--- src/rtl/stx_fifo_pkg.sv ---
package stx_fifo_pkg;

  typedef enum logic [2:0] {
    ST_IDLE  = 3'd0,
    ST_PRIME = 3'd1,
    ST_BRIM  = 3'd2,
    ST_PART  = 3'd3,
    ST_DRY   = 3'd4,
    ST_DRAIN = 3'd5
  } txf_state_e;

  // state that the running buffer shows for a given fill count
  function automatic txf_state_e level_state(input int unsigned lvl, input int unsigned depth);
    if (lvl == 0)
      return ST_DRY;
    else if (lvl >= depth)
      return ST_BRIM;
    else
      return ST_PART;
  endfunction

  function automatic logic is_running(input txf_state_e s);
    return (s == ST_DRY) || (s == ST_PART) || (s == ST_BRIM);
  endfunction

endpackage

--- src/rtl/stx_fifo_fsm.sv ---
module stx_fifo_fsm
  import stx_fifo_pkg::*;
#(
  parameter int DEPTH = 4,
  localparam int LVL_W = $clog2(DEPTH + 1),
  localparam int IDX_W = $clog2(DEPTH)
) (
  input  logic             clk,
  input  logic             rst_n,
  input  logic             start_i,
  input  logic             stop_i,
  input  logic             wr_i,
  input  logic             rd_i,
  input  logic [LVL_W-1:0] level_i,
  output txf_state_e       state_o,
  output logic             push_o,
  output logic             pop_o,
  output logic             clr_o,
  output logic [IDX_W-1:0] clr_idx_o,
  output logic             rewind_o,
  output logic             ovf_evt_o,
  output logic             unf_evt_o
);

  txf_state_e       state_q, state_nx;
  logic [IDX_W-1:0] prime_q, prime_nx;
  logic [LVL_W-1:0] level_nx;
  logic             running, is_full, is_empty;

  always_comb begin
    running   = is_running(state_q);
    is_full   = (level_i == LVL_W'(DEPTH));
    is_empty  = (level_i == '0);
    pop_o     = (running || state_q == ST_DRAIN) && rd_i && !is_empty;
    push_o    = running && !stop_i && wr_i && !is_full;
    ovf_evt_o = running && !stop_i && wr_i && is_full;
    unf_evt_o = running && rd_i && is_empty;
    clr_o     = (state_q == ST_PRIME);
    clr_idx_o = prime_q;
    rewind_o  = (state_q == ST_IDLE) && start_i;
    level_nx  = level_i + LVL_W'(push_o) - LVL_W'(pop_o);

    state_nx = state_q;
    prime_nx = prime_q;
    case (state_q)
      ST_IDLE: begin
        if (start_i) begin
          state_nx = ST_PRIME;
          prime_nx = '0;
        end
      end
      ST_PRIME: begin
        prime_nx = prime_q + IDX_W'(1);
        if (prime_q == IDX_W'(DEPTH - 1))
          state_nx = ST_DRY;
      end
      ST_DRY, ST_PART, ST_BRIM: begin
        if (stop_i)
          state_nx = (level_nx != '0) ? ST_DRAIN : ST_IDLE;
        else
          state_nx = level_state(32'(level_nx), 32'(DEPTH));
      end
      ST_DRAIN: begin
        if (level_nx == '0)
          state_nx = ST_IDLE;
      end
      default: state_nx = ST_IDLE;
    endcase
  end

  always_ff @(posedge clk or negedge rst_n) begin
    if (!rst_n) begin
      state_q <= ST_IDLE;
      prime_q <= '0;
    end else begin
      state_q <= state_nx;
      prime_q <= prime_nx;
    end
  end

  assign state_o = state_q;

endmodule

--- src/rtl/stx_fifo_store.sv ---
module stx_fifo_store #(
  parameter int DEPTH    = 4,
  parameter int SAMPLE_W = 24,
  parameter int NARROW_W = 16,
  localparam int LVL_W = $clog2(DEPTH + 1),
  localparam int IDX_W = $clog2(DEPTH)
) (
  input  logic                clk,
  input  logic                rst_n,
  input  logic                push_i,
  input  logic                pop_i,
  input  logic                clr_i,
  input  logic [IDX_W-1:0]    clr_idx_i,
  input  logic                rewind_i,
  input  logic                wide_i,
  input  logic [SAMPLE_W-1:0] wr_left_i,
  input  logic [SAMPLE_W-1:0] wr_right_i,
  output logic [LVL_W-1:0]    level_o,
  output logic [SAMPLE_W-1:0] head_left_o,
  output logic [SAMPLE_W-1:0] head_right_o
);

  localparam logic [SAMPLE_W-1:0] LOW_MASK = {SAMPLE_W{1'b1}} >> (SAMPLE_W - NARROW_W);

  function automatic logic [SAMPLE_W-1:0] fit_sample(input logic [SAMPLE_W-1:0] s, input logic wide);
    return wide ? s : (s & LOW_MASK);
  endfunction

  function automatic logic [IDX_W-1:0] step_ptr(input logic [IDX_W-1:0] p);
    return (p == IDX_W'(DEPTH - 1)) ? '0 : p + IDX_W'(1);
  endfunction

  logic [DEPTH*SAMPLE_W-1:0] flat_l, flat_r;
  logic [IDX_W-1:0]          wp_q, rp_q;
  logic [LVL_W-1:0]          level_q;

  for (genvar g = 0; g < DEPTH; g++) begin : g_slot
    logic [SAMPLE_W-1:0] l_q, r_q;
    always_ff @(posedge clk or negedge rst_n) begin
      if (!rst_n) begin
        l_q <= '0;
        r_q <= '0;
      end else if (clr_i && clr_idx_i == IDX_W'(g)) begin
        l_q <= '0;
        r_q <= '0;
      end else if (push_i && wp_q == IDX_W'(g)) begin
        l_q <= fit_sample(wr_left_i, wide_i);
        r_q <= fit_sample(wr_right_i, wide_i);
      end
    end
    assign flat_l[g*SAMPLE_W +: SAMPLE_W] = l_q;
    assign flat_r[g*SAMPLE_W +: SAMPLE_W] = r_q;
  end

  always_ff @(posedge clk or negedge rst_n) begin
    if (!rst_n) begin
      wp_q    <= '0;
      rp_q    <= '0;
      level_q <= '0;
    end else if (rewind_i) begin
      wp_q    <= '0;
      rp_q    <= '0;
      level_q <= '0;
    end else begin
      if (push_i) wp_q <= step_ptr(wp_q);
      if (pop_i)  rp_q <= step_ptr(rp_q);
      level_q <= level_q + LVL_W'(push_i) - LVL_W'(pop_i);
    end
  end

  assign level_o      = level_q;
  assign head_left_o  = (level_q == '0) ? '0 : flat_l[32'(rp_q)*SAMPLE_W +: SAMPLE_W];
  assign head_right_o = (level_q == '0) ? '0 : flat_r[32'(rp_q)*SAMPLE_W +: SAMPLE_W];

endmodule

--- src/rtl/stx_fifo_evt.sv ---
module stx_fifo_evt #(
  parameter int N = 2
) (
  input  logic         clk,
  input  logic         rst_n,
  input  logic [N-1:0] evt_i,
  output logic [N-1:0] pulse_o
);

  for (genvar g = 0; g < N; g++) begin : g_pulse
    always_ff @(posedge clk or negedge rst_n) begin
      if (!rst_n) pulse_o[g] <= 1'b0;
      else        pulse_o[g] <= evt_i[g];
    end
  end

endmodule

--- src/rtl/stx_fifo_ctrl.sv ---
module stx_fifo_ctrl
  import stx_fifo_pkg::*;
#(
  parameter int DEPTH    = 4,
  parameter int SAMPLE_W = 24,
  parameter int NARROW_W = 16,
  localparam int LVL_W = $clog2(DEPTH + 1),
  localparam int IDX_W = $clog2(DEPTH)
) (
  input  logic                clk,
  input  logic                rst_n,
  input  logic                start_i,
  input  logic                stop_i,
  input  logic                wide_i,
  input  logic                wr_i,
  input  logic [SAMPLE_W-1:0] wr_left_i,
  input  logic [SAMPLE_W-1:0] wr_right_i,
  input  logic                rd_i,
  output logic [SAMPLE_W-1:0] head_left_o,
  output logic [SAMPLE_W-1:0] head_right_o,
  output logic [2:0]          state_o,
  output logic                full_o,
  output logic                empty_o,
  output logic                overflow_o,
  output logic                underrun_o
);

  txf_state_e       state_w;
  logic             push_w, pop_w, clr_w, rewind_w, ovf_evt_w, unf_evt_w;
  logic [IDX_W-1:0] clr_idx_w;
  logic [LVL_W-1:0] level_w;

  stx_fifo_fsm #(.DEPTH(DEPTH)) u_fsm (
    .clk       (clk),
    .rst_n     (rst_n),
    .start_i   (start_i),
    .stop_i    (stop_i),
    .wr_i      (wr_i),
    .rd_i      (rd_i),
    .level_i   (level_w),
    .state_o   (state_w),
    .push_o    (push_w),
    .pop_o     (pop_w),
    .clr_o     (clr_w),
    .clr_idx_o (clr_idx_w),
    .rewind_o  (rewind_w),
    .ovf_evt_o (ovf_evt_w),
    .unf_evt_o (unf_evt_w)
  );

  stx_fifo_store #(.DEPTH(DEPTH), .SAMPLE_W(SAMPLE_W), .NARROW_W(NARROW_W)) u_store (
    .clk          (clk),
    .rst_n        (rst_n),
    .push_i       (push_w),
    .pop_i        (pop_w),
    .clr_i        (clr_w),
    .clr_idx_i    (clr_idx_w),
    .rewind_i     (rewind_w),
    .wide_i       (wide_i),
    .wr_left_i    (wr_left_i),
    .wr_right_i   (wr_right_i),
    .level_o      (level_w),
    .head_left_o  (head_left_o),
    .head_right_o (head_right_o)
  );

  stx_fifo_evt #(.N(2)) u_evt (
    .clk     (clk),
    .rst_n   (rst_n),
    .evt_i   ({ovf_evt_w, unf_evt_w}),
    .pulse_o ({overflow_o, underrun_o})
  );

  assign state_o = state_w;
  assign full_o  = (level_w == LVL_W'(DEPTH));
  assign empty_o = (level_w == '0);

endmodule

--- config.mk ---
export PLATFORM = sky130hd
export DESIGN_NAME = stx_fifo_ctrl
export DESIGN_NICKNAME = d
export VERILOG_FILES = /design/src/rtl/stx_fifo_pkg.sv /design/src/rtl/stx_fifo_fsm.sv /design/src/rtl/stx_fifo_store.sv /design/src/rtl/stx_fifo_evt.sv /design/src/rtl/stx_fifo_ctrl.sv
export SDC_FILE = /design/constraint.sdc
export NUM_CORES = 1
export LEC_CHECK = 0
export ABC_AREA = 1
export BUFFER_PORTS_ARGS = -buffer_cell sky130_fd_sc_hd__buf_4
export CAP_MARGIN = 20
export CORE_MARGIN = 10
export CORE_UTILIZATION = 50
export CTS_CLUSTER_DIAMETER = 100
export DETAILED_ROUTE_END_ITERATION = 8
export HOLD_SLACK_MARGIN = 0.08
export PLACE_DENSITY = 0.67
export SYNTH_ARGS = -nofsm -noshare
export SYNTH_HDL_FRONTEND = slang
export SYNTH_HIERARCHICAL = 1
export SYNTH_SLANG_ARGS = --single-unit
--- constraint.sdc ---
create_clock -name clk -period 5.7 [get_ports clk]
set_clock_uncertainty 0.05 [all_clocks]
set_input_delay 0.57 -clock clk [delete_from_list [all_inputs] [get_ports clk]]
set_output_delay 0.57 -clock clk [all_outputs]
set_load 0.02 [all_outputs]
Yosys cells after proc, flatten, opt, wreduce, memory -nomap -nowiden
Cells that the tools add are included.
- register bits after elaboration: 206
- bits of input ports: 55
- output and inout bits: 55
- logic and storage cells: 116
- $add $sub $neg: 5
- multiply operators: 1
- order comparisons: 1
- equal/unequal tests: 16
- shift operators: 2
- mux-type cells: 37
- reduce and logical (&&, ||, !) cells: 39
- operator list (operator ; number):
    24-bit 2-to-1 mux ; 20
    96-bit by 8-bit variable part select with 24-bit output ; 2
    3-bit 2-to-1 mux ; 7
    1-bit logical AND ; 17
    2-bit 2-to-1 mux ; 7
    2-bit nonzero test ; 7
    3-bit case mux with 4 select lines ; 1
    2-bit == test, second input constant ; 5
    3-bit == test, second input constant ; 3
    3-bit zero test ; 3
    2-bit by 1-bit adder with 2-bit output, second input constant ; 3
    3-bit by 2-bit == test with 1-bit output, second input constant ; 2
    2-bit inequality test, second input constant ; 3
    2-bit by 1-bit == test with 1-bit output, second input constant ; 2
    2-bit zero test ; 2
    2-bit by 2-bit multiplier with 4-bit output, second input constant ; 1
    2-bit case mux with 2 select lines ; 1
    3-bit by 1-bit adder with 3-bit output ; 1
    3-bit by 1-bit == test with 1-bit output, second input constant ; 1
    3-bit greater-or-equal comparator, second input constant ; 1
    1-bit zero test ; 3
    1-bit logical OR ; 3
    3-bit AND reduction ; 1
    3-bit nonzero test ; 1
    4 further kinds ; 4

Depth between registers and ports, before layout
- depth after elaboration: 13
- gate-level depth with buffers: 18

Cells and area by module
Netlist, hierarchy kept.
- by module, submodules not included (module ; times used ; cells an instance ; area each (µm²)):
    stx_fifo_store ; 1 ; 1358 ; 10202.3
    stx_fifo_fsm ; 1 ; 66 ; 466.7
    stx_fifo_evt ; 1 ; 2 ; 50.0
    stx_fifo_ctrl ; 1 ; 6 ; 22.5

Worst setup path before layout
Ideal clock, no wire load.
- path kind: register -> register
- start: register u_fsm.state_q[1] (netlist: u_fsm/state_o[1])
- end: register u_fsm.state_q[2] (netlist: u_fsm/state_o[2])
- library setup time: 0.117 ns
- arrival time: 2.755 ns
- setup slack: 2.778 ns
- stages on the path, launching flop included: 17
- clock period less this slack: 2.922 ns
- cell sequence: dfrtp_1 > o21ai_0 > nand2_1 > inv_1 > o21ai_0 > nor2_1 > ha_1 > inv_1 > ha_1 > fa_1 > nor2_1 > nand3_4 > ha_1 > nand2_1 > nand2_1 > nand2_1 > nand2_1
- elaborated cells between the ends (all ways): 27
- those cells by class: add/sub: 2; eq/ne: 8; mux: 4; reduce/logical: 13
- RTL lines (item ; line ; text):
    start, declared ; stx_fifo_fsm.sv:25 ; txf_state_e state_q, state_nx;
    start signal, assigned ; stx_fifo_fsm.sv:76 ; state_q <= state_nx;
    3-bit == test or 3-bit by 2-bit == test with 1-bit output (tied branches) ; - ;
    1-bit logical OR (2 in series) ; stx_fifo_pkg.sv:23 ; return (s == ST_DRY) || (s == ST_PART) || (s == ST_BRIM);
    1-bit logical OR (*) ; stx_fifo_fsm.sv:34 ; pop_o = (running || state_q == ST_DRAIN) && rd_i && !is_empty;
    1-bit logical AND (*) (2 in series) ; stx_fifo_fsm.sv:34 ;
    named net pop_w ; stx_fifo_ctrl.sv:29 ; logic push_w, pop_w, clr_w, rewind_w, ovf_evt_w, unf_evt_w;
    3-bit by 1-bit subtractor with 3-bit output (*) ; stx_fifo_fsm.sv:41 ; level_nx = level_i + LVL_W'(push_o) - LVL_W'(pop_o);
    3-bit zero test or 3-bit nonzero test (tied branches) ; stx_fifo_pkg.sv:14, stx_fifo_fsm.sv:64, stx_fifo_fsm.sv:59 ;
    3-bit 2-to-1 mux, on equally long branches ; stx_fifo_pkg.sv:14, stx_fifo_fsm.sv:59 ;
    3-bit 2-to-1 mux ; stx_fifo_fsm.sv:58 ; if (stop_i)
    3-bit case mux with 4 select lines ; stx_fifo_fsm.sv:45 ; case (state_q)
The timed path passes the listed nets; every way through them passes the cells marked *.
A chain may end at the register's enable or synchronous reset.

Worst setup path in the final report
- start: register u_store.rp_q[0]
- end: output head_left_o[22]
- cells in the longest elaborated chain, start to end: 3
- ends and longest elaborated chain (item ; line ; text):
    start, declared ; stx_fifo_store.sv:34 ; logic [IDX_W-1:0] wp_q, rp_q;
    start signal, assigned ; stx_fifo_store.sv:66 ; if (pop_i) rp_q <= step_ptr(rp_q);
    2-bit by 2-bit multiplier with 4-bit output ; stx_fifo_store.sv:72 ; assign head_left_o = (level_q == '0) ? '0 : flat_l[32'(rp_q)*SAMPLE_W +: SAMPLE_W];
    96-bit by 8-bit variable part select with 24-bit output ; stx_fifo_store.sv:72 ;
    24-bit 2-to-1 mux ; stx_fifo_store.sv:72 ;
    end, declared ; stx_fifo_ctrl.sv:19 ; output logic [SAMPLE_W-1:0] head_left_o,
Every way passes these cells.

==> impl_metrics.yaml <==
grt:
  grt_usage_pct: 20.6
  use_met2_pct: 33.3
  grt_pass1_vias: 9311
  grt-busiest-layer: "met2"
  antenna_found_initial: 0
  grt_pass1_wl_um: 48800
  gr-total-overflow: 0
  grt_util_met1_pct: 28.5
  grtUsageMet3_pct: 3.67
  grt_max_degree: 132
pwr:
  finalPower_mw: 6.88
  power.density_nw_per_um2: 555
  p_leak_nw: 6.69
  max-vdd-ir-drop_uv: 402
timing:
  hold_viol: 0
  rsz0062_at_grt: "no"
  setup_violations: 0
  relSlewSlack_pct: 29.5
  min_period_ns: 3.44
  fmax_ghz: 0.291
  slew_violations: 0
  tightest_slew_ns: 1.06
  fin_crit_sh_pct: 60.4
  setup_tns_ns: 0
worst_setup_path:
  cp-start-kind: "register"
  crit_type: "register to output port"
  worst_ep_arrival_time_ns: 2.82
  cp-end-kind: "output port"
  crit_fanout: 53
  rrSetupSlack_ns: 2.58
  r2r-end: "u_store/g_slot[1].l_q[9]$_DFFE_PN0P_"
  required_ns: 5.08
  worst-r2r-cell-count: 10
  r2r_start: "u_fsm/state_o[1]$_DFFE_PN0P_"
finish:
  fin_area_um2: 12400
  n_antenna_cell: 0
  final_core_util_pct: 58.8
  drive_gt1_share_pct: 12.1
  final_nets: 1556
  layout_commonest_cell: "inv_1"
  final_cell_mix: "inv_1 (294), nand2_1 (267), dfrtp_1 (204)"
  area_growth_pct: 15.5
synthesis:
  synth_cells: 1432
  seq_area_frac_synth_pct: 48.0
  ys_warn_count: 6
  yosys.cell_types.count: 28
  synthDominantCellAreaShare_pct: 48.0
  ys_ff_latch: 206
  syn_area_um2: 10700
  syn-num-nets: 1500
  ys_top_cells_by_area: "dfrtp_1 (48%), inv_1 (10%), nand2_1 (9.4%), a21oi_1 (7.5%), o21ai_0 (7.3%)"
  postSynthAreaPerCell_um2: 7.50
  synth_top_cell_by_area: "dfrtp_1"
floorplan:
  die_area_um2: 27700
  io_pins: 110
  die_x_um: 167
  die_h_um: 167
  core_area_um2: 21100
  start_util_pct: 50.9
  placementRows: 53
min_path:
  worstHoldPathCells: 3
  worstHoldStart: "rd_i"
  hold_end: "u_evt/pulse_o[0]$_DFF_PN0_"
  hp-class: "input port to register"
cts:
  cts_buffers: 24
  htreeDepth: 1
  clockBufferDepth: 3
  cts_root_buf: "clkbuf_16"
  clkTransAtPathRegs_ns: 0.06
  tritoncts: "done"
  clock_sinks: 206
  insertion_delay_ns: 0.51
drt:
  drt_iter0_drc: 748
  via_count: 9507
  ant_nets: 0
  drc: 0
  drt-total-wl_um: 29500
  wl_per_cell_um: 16.6
  first_pass_iters: 5
  vias_per_cell: 5.35
placed_design:
  dp.final_hpwl_um: 16400
  place_area_um2: 11600
  gp_congestion: 0.787
  portBuffers: 109
status:
  status: "completed"
job:
  drv_cap: 0
[routing by layer]
layer / vias to the layer above / routed length [µm]
met2: 356 / 13400
met3: 40 / 2250
met4: 0 / 410
met5: - / 0
met1: 4495 / 13400
li1: 4616 / -
[worst max-delay path, stage by stage, from the launching register on]
cell and delay [ns]:
dfrtp_2 0.40, inv_2 0.76, buf_4 0.60, nand2_1 0.11, nand3_1 0.09, a21oi_1 0.12
buf_4 0.21
[cell families (layout without fill, tap and decap cells)]
logic type	Yosys count	after routing	share of synthesized area (%)
AO/OA/AOI/OAI	365	365	17.9
adder cells (fa/ha/maj)	13	13	1.65
AND/OR/NAND/NOR	447	447	17.8
buffers and inverters	401	470	14.7
flip-flops	206	206	48.0
[timing repair]
action,in CTS,in global routing
resized for setup,0,0
endpoints found under the hold margin,46,0
setup buffers,0,0
hold buffers,1,0
[cell type report]
class	instances	area, µm²
Tap cell	275	344
Multi-Input combinational cell	825	4030
Inverter	304	1140
Timing Repair Buffer	127	1010
Fill cell	1985	8680
Clock inverter	4	20.0
Clock buffer	35	703
Sequential cell	206	5160
[registers in the layout (all words and copies together), names as in the netlist]
register,cells
u_store/g_slot.l_q,96
u_store/g_slot.r_q,96
u_fsm/state_o,3
u_store/level_o,3
u_evt/pulse_o,2
u_fsm/clr_idx_o,2
u_store/rp_q,2
u_store/wp_q,2
[Yosys cell counts]
master	n
nand2_2	2
nand2_1	268
o21a_1	1
nor3b_4	1
buf_4	4
o22ai_1	1
a21oi_2	1
clkbuf_1	46
clkbuf_2	2
nor2_1	15
fa_1	2
inv_2	8
nand3_4	1
inv_1	296
nor2_2	1
o21ai_0	156
nand4_1	1
nor3_1	2
o211ai_1	32
nand3_1	154
ha_1	11
or2_2	2
a22o_1	1
o21ai_1	11
buf_1	4
a21oi_1	162
buf_2	41
dfrtp_1	206
[worst max-delay path by stage]
stage,startpoint,to,slack [ns],depth (start not counted)
after detailed placement,u_fsm/state_o[1]$_DFFE_PN0P_,u_fsm/state_o[2]$_DFFE_PN0P_,2.60,16
after global placement,u_fsm/state_o[1]$_DFFE_PN0P_,u_fsm/state_o[2]$_DFFE_PN0P_,2.68,16
after floorplan,u_fsm/state_o[1]$_DFFE_PN0P_,u_fsm/state_o[2]$_DFFE_PN0P_,2.78,16
after global routing,u_store/rp_q[0]$_DFFE_PN0P_,head_left_o[19],2.10,6
final,u_store/rp_q[0]$_DFFE_PN0P_,head_left_o[22],2.26,6
after CTS,u_store/rp_q[0]$_DFFE_PN0P_,head_right_o[2],2.28,6
[stage by stage]
| step | hold WS (ns) | worst slack, ns | instances |
|---|---|---|---|
| 6_report | 0.246 | 2.26 | 1776 |
| 5_1_grt | 0.243 | 2.10 | 1776 |
| 4_1_cts | 0.236 | 2.28 | 1774 |
| 3_5_place_dp | 0.450 | 2.60 | 1734 |
| 3_3_place_gp | 0.441 | 2.68 | 1734 |
| 2_1_floorplan | 0.224 | 2.78 | 1432 |
[power breakdown]
group          internal, mW  switching, mW  leakage (nW)
clock                 0.845          0.587         0.360
combinational          1.17           2.08          3.55
sequential             1.97          0.221          2.78
No activity file was read; power rests on OpenSTA's default activity.
